File: config.mk
export PLATFORM = sky130hd
export DESIGN_NAME = pwm_bank_top
export DESIGN_NICKNAME = d
export VERILOG_FILES = /design/src/rtl/pwm_bank_pkg.sv /design/src/rtl/pwm_reg_bank.sv /design/src/rtl/pwm_prescaler.sv /design/src/rtl/pwm_channel.sv /design/src/rtl/pwm_bank_top.sv
export SDC_FILE = /design/constraint.sdc
export NUM_CORES = 1
export LEC_CHECK = 0
export BUFFER_PORTS_ARGS = -buffer_cell sky130_fd_sc_hd__clkbuf_2
export CAP_MARGIN = 20
export CELL_PAD_IN_SITES_DETAIL_PLACEMENT = 1
export CELL_PAD_IN_SITES_GLOBAL_PLACEMENT = 1
export CORE_MARGIN = 3
export CORE_UTILIZATION = 48
export CTS_BUF_LIST = sky130_fd_sc_hd__clkbuf_4
export DETAILED_ROUTE_END_ITERATION = 12
export GPL_TIMING_DRIVEN = 0
export PLACE_DENSITY = 0.82
export RECOVER_POWER = 25
export SYNTH_ARGS = -nofsm -noshare
export SYNTH_HDL_FRONTEND = slang
export SYNTH_SLANG_ARGS = --single-unit
export TNS_END_PERCENT = 30
File: constraint.sdc
create_clock -name clk -period 2.5 [get_ports clk]
set_input_delay 0.375 -clock clk [delete_from_list [all_inputs] [get_ports clk]]
set_output_delay 0.375 -clock clk [all_outputs]
set_load 0.005 [all_outputs]
File: src/rtl/pwm_bank_pkg.sv
// Package: pwm_bank_pkg
// Shared field layout and configuration type for the PWM controller.
// Assumes a 32-bit control word per channel and a 16-byte channel stride.
package pwm_bank_pkg;
    localparam int WORD_W     = 32;
    localparam int DUTY_W     = 8;
    localparam int DIV_W      = 13;
    localparam int RUN_BIT    = 31;
    localparam int DUTY_LSB   = 16;
    localparam int DIV_LSB    = 0;
    localparam int STRIDE_LSB = 4;

    typedef struct packed {
        logic              run;
        logic [DUTY_W-1:0] duty;
        logic [DIV_W-1:0]  div;
    } chan_cfg_t;

    // Build a bus word from a configuration; unused bits are zero.
    function automatic logic [WORD_W-1:0] cfg_to_word(input chan_cfg_t c);
        logic [WORD_W-1:0] w;
        w = '0;
        w[RUN_BIT]                   = c.run;
        w[DUTY_LSB +: DUTY_W]        = c.duty;
        w[DIV_LSB +: DIV_W]          = c.div;
        return w;
    endfunction

    // Extract the stored fields from a bus word; unused bits are dropped.
    function automatic chan_cfg_t word_to_cfg(input logic [WORD_W-1:0] w);
        chan_cfg_t c;
        c.run  = w[RUN_BIT];
        c.duty = w[DUTY_LSB +: DUTY_W];
        c.div  = w[DIV_LSB +: DIV_W];
        return c;
    endfunction
endpackage

File: src/rtl/pwm_reg_bank.sv
// Module: pwm_reg_bank
// Holds one control word per channel and decodes the register bus.
// Assumes word-aligned accesses at a 16-byte stride; any other address
// is ignored on write and reads as zero. Read data is combinational.
module pwm_reg_bank
    import pwm_bank_pkg::*;
#(
    parameter int NUM_CH = 4,
    parameter int ADDR_W = 8
) (
    input  logic              clk,
    input  logic              rst_n,
    input  logic [ADDR_W-1:0] bus_addr,
    input  logic              bus_we,
    input  logic [WORD_W-1:0] bus_wdata,
    output logic [WORD_W-1:0] bus_rdata,
    output chan_cfg_t         cfg [NUM_CH]
);
    localparam int IDX_W = ADDR_W - STRIDE_LSB;

    logic             aligned;
    logic [IDX_W-1:0] idx;

    // Split the address into channel index and in-word offset.
    always_comb begin
        aligned = (bus_addr[STRIDE_LSB-1:0] == '0);
        idx     = bus_addr[ADDR_W-1:STRIDE_LSB];
    end

    for (genvar n = 0; n < NUM_CH; n++) begin : g_word
        logic hit;
        assign hit = bus_we && aligned && (idx == IDX_W'(n));

        // Store the channel word on a matching write.
        always_ff @(posedge clk) begin
            if (!rst_n)
                cfg[n] <= '0;
            else if (hit)
                cfg[n] <= word_to_cfg(bus_wdata);
        end
    end

    // Return the addressed word, or zero for unmapped addresses.
    always_comb begin
        bus_rdata = '0;
        for (int i = 0; i < NUM_CH; i++) begin
            if (aligned && (idx == IDX_W'(i)))
                bus_rdata = cfg_to_word(cfg[i]);
        end
    end
endmodule

File: src/rtl/pwm_prescaler.sv
// Module: pwm_prescaler
// Divides the clock by (div_val + 1) and pulses tick once per division.
// Assumes div_val is stable except right after a tick (period boundary).
module pwm_prescaler #(
    parameter int DIV_W = 13
) (
    input  logic             clk,
    input  logic             rst_n,
    input  logic             clear,
    input  logic [DIV_W-1:0] div_val,
    output logic             tick
);
    logic [DIV_W-1:0] cnt;

    assign tick = !clear && (cnt == div_val);

    // Count clock cycles up to the divider value, then restart.
    always_ff @(posedge clk) begin
        if (!rst_n || clear)
            cnt <= '0;
        else if (cnt == div_val)
            cnt <= '0;
        else
            cnt <= cnt + 1'b1;
    end
endmodule

File: src/rtl/pwm_channel.sv
// Module: pwm_channel
// One PWM channel: prescaler, 256-tick period counter and shadow copies
// of duty and divider that load only while idle or at a period boundary.
// Assumes cfg comes from registers in the clock domain of clk.
module pwm_channel
    import pwm_bank_pkg::*;
#(
    parameter int PERIOD_W = 8
) (
    input  logic                clk,
    input  logic                rst_n,
    input  chan_cfg_t           cfg,
    output logic                pwm,
    output logic                active,
    output logic [DUTY_W-1:0]   act_duty,
    output logic [PERIOD_W-1:0] tick_cnt
);
    localparam logic [PERIOD_W-1:0] LAST_TICK = '1;

    logic             run_q;
    logic [DIV_W-1:0] act_div;
    logic             tick;

    assign active = run_q && cfg.run;
    assign pwm    = active && (tick_cnt < PERIOD_W'(act_duty));

    pwm_prescaler #(.DIV_W(DIV_W)) u_pre (
        .clk     (clk),
        .rst_n   (rst_n),
        .clear   (!active),
        .div_val (act_div),
        .tick    (tick)
    );

    // Delay the run bit one cycle so the shadows load before counting.
    always_ff @(posedge clk) begin
        if (!rst_n)
            run_q <= 1'b0;
        else
            run_q <= cfg.run;
    end

    // Advance the period counter and reload shadows at the boundary.
    always_ff @(posedge clk) begin
        if (!rst_n) begin
            tick_cnt <= '0;
            act_duty <= '0;
            act_div  <= '0;
        end else if (!active) begin
            tick_cnt <= '0;
            act_duty <= cfg.duty;
            act_div  <= cfg.div;
        end else if (tick) begin
            tick_cnt <= tick_cnt + 1'b1;
            if (tick_cnt == LAST_TICK) begin
                act_duty <= cfg.duty;
                act_div  <= cfg.div;
            end
        end
    end
endmodule

File: src/rtl/pwm_bank_top.sv
// Module: pwm_bank_top
// Multi-channel PWM controller: register bank plus NUM_CH channels.
// Assumes synchronous active-low reset and a single clock domain.
module pwm_bank_top
    import pwm_bank_pkg::*;
#(
    parameter int NUM_CH = 4,
    parameter int ADDR_W = 8
) (
    input  logic              clk,
    input  logic              rst_n,
    input  logic [ADDR_W-1:0] bus_addr,
    input  logic              bus_we,
    input  logic [31:0]       bus_wdata,
    output logic [31:0]       bus_rdata,
    output logic [NUM_CH-1:0] pwm_out
);
    localparam int PERIOD_W = 8;

    chan_cfg_t                  cfg [NUM_CH];
    logic [NUM_CH-1:0]          cfg_run;
    logic [NUM_CH-1:0]          ch_active;
    logic [NUM_CH*DUTY_W-1:0]   ch_duty;
    logic [NUM_CH*PERIOD_W-1:0] ch_tick;

    pwm_reg_bank #(.NUM_CH(NUM_CH), .ADDR_W(ADDR_W)) u_regs (
        .clk       (clk),
        .rst_n     (rst_n),
        .bus_addr  (bus_addr),
        .bus_we    (bus_we),
        .bus_wdata (bus_wdata),
        .bus_rdata (bus_rdata),
        .cfg       (cfg)
    );

    for (genvar n = 0; n < NUM_CH; n++) begin : g_ch
        assign cfg_run[n] = cfg[n].run;

        pwm_channel #(.PERIOD_W(PERIOD_W)) u_ch (
            .clk      (clk),
            .rst_n    (rst_n),
            .cfg      (cfg[n]),
            .pwm      (pwm_out[n]),
            .active   (ch_active[n]),
            .act_duty (ch_duty[n*DUTY_W +: DUTY_W]),
            .tick_cnt (ch_tick[n*PERIOD_W +: PERIOD_W])
        );
    end
endmodule

==> results.yml, run 1 <==
run_status:
  outcome: "finished, violations left"
  violations: "negative setup slack"
placement:
  io_buffers: 57
  placedCellCount: 1926
  gp_congestion: 0.920
  hpwl_um: 30700
critical_path:
  max_stage_delay_ns: 0.36
  reg2reg_depth: 7
  crit_fanout: 2
  r2r_start: "g_ch[2].u_ch.u_pre.cnt[6]"
  worstPathRequired_ns: 2.12
  critical_path_class: "reg -> out"
  crit_chain: "ha_4 -> a21o_1 -> a211oi_2 -> o21ai_2 -> a211oi_2 -> buf_2"
  cp-end-kind: "output port"
  ff2ff_setup_slack_ns: 0.16
  cp.arrival_ns: 2.17
  crit_path_start_kind: "flip-flop"
  crit_end: "pwm_out[2]"
  crit_top_cell: "a211oi_2"
  rr_endpoint: "g_ch[2].u_ch.act_duty[2]"
  critPathLaunch: "g_ch[2].u_ch.tick_cnt[4]"
  slowest_stage: "dfxtp_4"
hold_path:
  hold_class: "in -> reg"
  holdPathStages: 3
final_layout:
  seq_area_um2: 5240
  nFillCells: 3173
  multi_input_area_um2: 7410
  syn_to_final_growth_pct: 15.5
  stdcell_count: 2069
  drive_gt1_share_pct: 16.2
  final_core_util_pct: 57.2
  nets: 1763
  mostFrequentLayoutCells: "nand2_1, dfxtp_1, clkbuf_4"
  final_common_cell: "nand2_1"
routing:
  ant_nets: 0
  wl_per_cell_um: 20.4
  drt_wl_total_um: 42200
  first_pass_iters: 5
  drc_errors: 0
  first_iter_violations: 780
  vias_per_cell: 5.96
  vias: 12300
grt:
  grt_overflow: 0
  grt_first_pass_wirelength_um: 66900
  grtUsageTotal_pct: 28.6
  grt_pass1_vias: 12700
  antenna_found_initial: 3
  grt_max_degree: 11
clock_tree:
  cts_made_buffers: 73
  clock_sinks: 260
  clock_latency_ns: 0.71
  cts-root-buf: "clkbuf_4"
  htree_levels: 3
  cts_tree: "yes"
  clk_path_buf_depth: 3
  clkTransAtPathRegs_ns: 0.06
timing:
  max_slew_margin_pct: 50.4
  slew_violations: 0
  fin_tns_setup_ns: -0.0490
  period_share_pct: 102
  setup_viol: 1
  grt_setup_unrepaired: "true"
  tightest_slew_ns: 0.744
  layout_setup_ws_ns: -0.0490
  finClkSkew_ns: 0.0614
  hold_viol: 0
  period_needed_ns: 2.55
  fmax_mhz: 392
synth:
  ys_ff_latch: 260
  syn_avg_cell_area_um2: 8.61
  synth_ff_type: "dfxtp_1"
  yosysWarningCount: 0
  async_reset_ff_share_pct: 0
  netlist_area_um2: 13100
  synth_edf_count: 0
  synth_cell_type_count: 50
  netlist_instances: 1525
  synth_seq_area_share_pct: 39.7
pwr:
  power_density_nw_per_um2: 559
  ir_drop_mv: 0.340
  leakagePower_nw: 5.75
  p_total_mw: 8.47
floorplanning:
  core_area_um2: 26500
  die_area_um2: 29400
  ioPinCount: 79
  initial_utilization_pct: 49.5
  die_w_um: 171
  die_h_um: 171
  placement_rows: 59
run:
  maxCapViolations: 0
-- stage by stage --
step / hold WS (ns) / area (um^2) / setup WS (ns)
floorplan: 0.426 / 13200 / 0.540
global placement: 0.434 / 13900 / -0.527
CTS: 0.000535 / 15000 / -0.0812
detailed placement: 0.444 / 13900 / -0.609
finish: 0.0333 / 15200 / -0.0490
global route: 0.0185 / 15200 / -0.136
-- Yosys cell counts (2+ instances only) --
library cell | instances | area (um^2)
and4_1 | 7 | 61.3
a41oi_1 | 23 | 201
and3_1 | 28 | 175
a21oi_1 | 19 | 95.1
inv_1 | 33 | 124
clkbuf_1 | 89 | 334
mux2i_1 | 47 | 470
nor2b_1 | 23 | 144
nand4b_1 | 3 | 26.3
or4_1 | 15 | 113
a31oi_1 | 2 | 12.5
o21ai_0 | 47 | 235
nand2b_1 | 8 | 50.1
a21o_1 | 50 | 375
nand4_1 | 86 | 538
ha_1 | 36 | 450
and2_1 | 31 | 194
o211ai_1 | 5 | 37.5
xnor2_1 | 62 | 543
or3_1 | 2 | 12.5
nand2_1 | 255 | 957
nor4_2 | 2 | 25.0
buf_2 | 16 | 80.1
o31ai_1 | 3 | 22.5
nor3_1 | 6 | 30.0
buf_4 | 14 | 105
a31o_2 | 7 | 61.3
a211oi_1 | 3 | 22.5
o311ai_0 | 23 | 201
nor4_1 | 6 | 37.5
o21ai_1 | 3 | 15.0
nand3_1 | 68 | 340
dfxtp_1 | 260 | 5200
buf_1 | 4 | 15.0
mux4_2 | 22 | 495
and4b_1 | 2 | 20.0
xor2_1 | 38 | 333
nor2_1 | 100 | 375
a21boi_0 | 66 | 495
-- metal layers --
layer,share of wire (%),track usage [%],up-vias
met5,0.045,0,-
met4,2.9,10.8,2
met3,7.3,6.67,108
met2,47,47.0,436
met1,43,36.8,6051
li1,-,-,5740
-- logic make-up (layout without fill, tap and decap cells) --
logic type	after synthesis	in the layout	share of synthesized area, %
AO/OA/AOI/OAI	256	256	13.9
XOR/XNOR	101	101	6.80
adder cells (fa/ha/maj)	36	36	3.43
buffers and inverters	158	357	5.14
flip-flops	260	260	39.7
multiplexers	69	69	7.36
other	1	11	0.0286
AND/OR/NAND/NOR	644	644	23.7
-- report_power, final --
part	leakage [nW]	internal (mW)	switching [mW]	total, mW
logic	3.09	0.0976	0.177	0.274
registers	2.11	4.14	0.00339	4.14
clock network	0.560	2.21	1.84	4.06
-- what timing repair did --
action,CTS,global route
pin swaps,2,15
hold buffers,17,0
gates resized for setup,23,43
buffers inserted,1,4
endpoints found under the hold margin,42,0
endpoints found under the setup margin,12,44
-- worst max-delay path: cells and delay by family (launching register included) --
kind	cells	cell delay, ns
AO/OA/AOI/OAI	4	0.71
adder cells (fa/ha/maj)	1	0.24
buffers and inverters	1	0.16
flip-flops	1	0.36
-- state kept, by name, summed over array words and instances (netlist names) --
name	flops
u_regs.cfg	88
g_ch.u_ch.act_div	52
g_ch.u_ch.u_pre.cnt	52
g_ch.u_ch.act_duty	32
g_ch.u_ch.tick_cnt	32
g_ch.u_ch.run_q	4
-- worst min path at each step --
stage,startpoint,endpoint
finish,bus_wdata[22],u_regs.cfg[63]
global route,bus_wdata[16],u_regs.cfg[13]
floorplan,g_ch[0].u_ch.act_duty[1],g_ch[0].u_ch.act_duty[1]
global placement,g_ch[2].u_ch.act_duty[7],g_ch[2].u_ch.act_duty[7]
detailed placement,g_ch[2].u_ch.act_duty[7],g_ch[2].u_ch.act_duty[7]
CTS,bus_wdata[16],u_regs.cfg[57]
-- cell type report --
cell class | instances | share of cell area [%]
plain buffers | 121 | 3.46
repair buffers | 79 | 3.29
well taps | 335 | 2.77
flip-flops and latches | 260 | 34.6
diodes | 1 | 0.0165
inverters | 33 | 0.817
clock buffers | 111 | 5.50
clock inverters | 13 | 0.693
multi-input cells | 1116 | 48.9
Note: power is estimated with default switching activity, not from simulation.
==> inputs of run 2 (changes only) <==
--- a/config.mk
+++ b/config.mk
@@ -5,16 +5,17 @@
 export SDC_FILE = /design/constraint.sdc
 export NUM_CORES = 1
 export LEC_CHECK = 0
+export ABC_AREA = 1
 export BUFFER_PORTS_ARGS = -buffer_cell sky130_fd_sc_hd__clkbuf_2
 export CAP_MARGIN = 20
 export CELL_PAD_IN_SITES_DETAIL_PLACEMENT = 1
 export CELL_PAD_IN_SITES_GLOBAL_PLACEMENT = 1
 export CORE_MARGIN = 3
-export CORE_UTILIZATION = 48
+export CORE_UTILIZATION = 46
 export CTS_BUF_LIST = sky130_fd_sc_hd__clkbuf_4
 export DETAILED_ROUTE_END_ITERATION = 12
 export GPL_TIMING_DRIVEN = 0
-export PLACE_DENSITY = 0.82
+export PLACE_DENSITY = 0.83
 export RECOVER_POWER = 25
 export SYNTH_ARGS = -nofsm -noshare
 export SYNTH_HDL_FRONTEND = slang
==> results.yml, run 2 <==
run_status:
  outcome: "complete, no violations"
synth:
  ys_top_cells_by_area: "dfxtp_1, nand2_1, nor2_1"
  synth_cell_type_count: 35
  syn_avg_cell_area_um2: 6.83
  netlist_instances: 1916
  synth_seq_area_share_pct: 39.8
  synth_common_cells: "nand2_1, nor2_1, dfxtp_1, inv_1, a21oi_1"
  yosys.area.top_type_share_pct: 39.8
  synth_ff_type: "dfxtp_1"
  ys_ff_latch: 260
  synth.most_common_cell: "nand2_1"
  synth_edf_count: 0
  netlist_area_um2: 13100
  yosysWarningCount: 0
  synth_area_leader_cell: "dfxtp_1"
  async_reset_ff_share_pct: 0
run:
  maxCapViolations: 0
floorplanning:
  die_area_um2: 30500
  die_h_um: 175
  ioPinCount: 79
  placement_rows: 61
  core_area_um2: 27900
  initial_utilization_pct: 46.8
  die_w_um: 175
timing:
  setup_viol: 0
  max_slew_margin_pct: 49.2
  layout_setup_ws_ns: 0.0340
  tightest_slew_ns: 0.762
  period_needed_ns: 2.47
  finClkSkew_ns: 0.0287
  fin_tns_setup_ns: 0
  hold_viol: 0
  fmax_mhz: 406
  grt_setup_unrepaired: "true"
  period_share_pct: 98.6
  slew_violations: 0
clock_tree:
  clk_path_buf_depth: 3
  clkTransAtPathRegs_ns: 0.06
  cts_made_buffers: 74
  htree_levels: 3
  cts_tree: "yes"
  clock_sinks: 260
  cts-root-buf: "clkbuf_4"
  clock_latency_ns: 0.70
critical_path:
  crit_chain: "clkbuf_2 -> nor2_1 -> nand2_1 -> nor4_2 -> clkbuf_1 -> nand2_1 -> nand4_1 -> clkbuf_2"
  max_stage_delay_ns: 0.49
  crit_family: "simple AND/OR/NAND/NOR gates"
  critical_path_class: "in -> out"
  crit_path_start_kind: "primary input"
  slowest_stage: "nor4_2"
  critPathBufInv: 3
  worstPathRequired_ns: 2.12
  cp-end-kind: "output port"
  cp.arrival_ns: 2.09
  crit_fanout: 10
grt:
  grt_max_degree: 11
  grtUsageMet1_pct: 35.7
  met2_usage_pct: 47.0
  grt_pass1_vias: 13300
  grt_overflow: 0
  grt_first_pass_wirelength_um: 68300
  busiest_layer: "met2"
  antenna_found_initial: 1
  met3_usage_pct: 4.76
  grtUsageTotal_pct: 27.5
placement:
  gp_congestion: 0.982
  hpwl_um: 32200
  placedCellCount: 2361
  io_buffers: 58
  dpl-instance-area_um2: 13900
  dpl_worst_slack_ns: -0.140
routing:
  first_iter_violations: 798
  first_pass_iters: 6
  ant_nets: 0
  vias_per_cell: 5.28
  vias: 13100
  wl_per_cell_um: 17.1
  drc_errors: 0
  drt_wl_total_um: 42400
final_layout:
  largest_register_ffs: 88
  final_common_cell: "nand2_1"
  mostFrequentLayoutCells: "nand2_1, nor2_1, dfxtp_1"
  fin_area_um2: 14900
  nets: 2143
  largestRegisters: "u_regs.cfg (88), g_ch.u_ch.act_div (52), g_ch.u_ch.u_pre.cnt (52)"
  drive_gt1_share_pct: 14.6
  stdcell_count: 2484
  largest_register: "u_regs.cfg"
  syn_to_final_growth_pct: 14.1
pwr:
  p_total_mw: 8.21
  leakagePower_nw: 6.02
  ir_drop_mv: 0.342
  power_density_nw_per_um2: 550
hold_path:
  hold_class: "in -> reg"
## run 2: changes by cell type in the layout (fill, tap and decap cells not counted), sizes merged, moves of 47 or more
cell / delta
nand2: +159
xnor2: -55
o21ai: +57
a21boi: -66
nor2: +232
mux2i: -47
a21o: -50
nand3: +63
clkbuf: -60
inv: +178
a21oi: +151
## run 2: logic make-up (layout without fill, tap and decap cells)
kind of cell,count (synthesis),after routing,synth area share (%)
AOI/OAI and AO/OA,293,293,11.7
xor gates and xnor gates,37,37,2.48
adders and majority gates,36,36,3.44
buffers and inverters,310,490,10.3
DFF,260,260,39.8
other,1,11,0.0287
and+or+nand+nor,979,979,32.2
## run 2: power by group
| group | leakage [nW] | total, mW | internal (mW) | switching (mW) |
|---|---|---|---|---|
| clock | 0.517 | 3.81 | 1.96 | 1.84 |
| combinational | 3.41 | 0.253 | 0.0790 | 0.174 |
| sequential | 2.10 | 4.15 | 4.15 | 0.00494 |
## run 2: repair_timing
| item | 4_1_cts | 5_1_grt |
|---|---|---|
| setup endpoints to repair | 5 | 18 |
| resized for setup | 11 | 25 |
| buffers inserted | 0 | 0 |
| hold buffers | 5 | 0 |
| cloned | 0 | 0 |
| pin swaps | 1 | 5 |
| hold endpoints to repair | 5 | 0 |
## run 2: tightest hold or removal path, delay by kind of cell
| family | cells | cell delay [ns] |
|---|---|---|
| and+or+nand+nor | 2 | 0.16 |
| buffers and inverters | 1 | 0.16 |
## run 2: stage by stage
step,utilization [%],hold slack (ns)
floorplan,-,0.430
global placement,49.7,0.463
detailed placement,49.7,0.475
CTS,53.1,0.000578
global route,53.4,0.0334
finish,53.4,0.0325
## run 2: final cells by class
type	instances	area (um^2)
sequential	260	5220
buffer	100	569
fill	3754	13000
inverter	210	788
clock buffer	102	766
multi-input combinational	1355	6690
timing repair buffer	63	340
tap	378	473
clock inverter	15	87.6
antenna	1	2.50
## run 2: final timing paths
kind / startpoint / to / slack, ns / cells past startpoint
worst min-delay path: bus_wdata[17] / u_regs.cfg[14] / 0.03 / 3
worst min register to register: g_ch[2].u_ch.u_pre.cnt[0] / g_ch[2].u_ch.u_pre.cnt[0] / 0.48 / 1
worst max register to register: g_ch[2].u_ch.u_pre.cnt[9] / g_ch[2].u_ch.u_pre.cnt[10] / 0.46 / 10
worst max-delay path: bus_addr[3] / bus_rdata[16] / 0.03 / 8
## run 2: per-layer routing
| metal | share of wire [%] | vias to the layer above | wire, um |
|---|---|---|---|
| met3 | 5.8 | 77 | 2440 |
| met5 | 0 | - | 0 |
| met2 | 48 | 313 | 20200 |
| met1 | 44 | 6254 | 18700 |
| li1 | - | 6465 | - |
| met4 | 2.6 | 0 | 1110 |
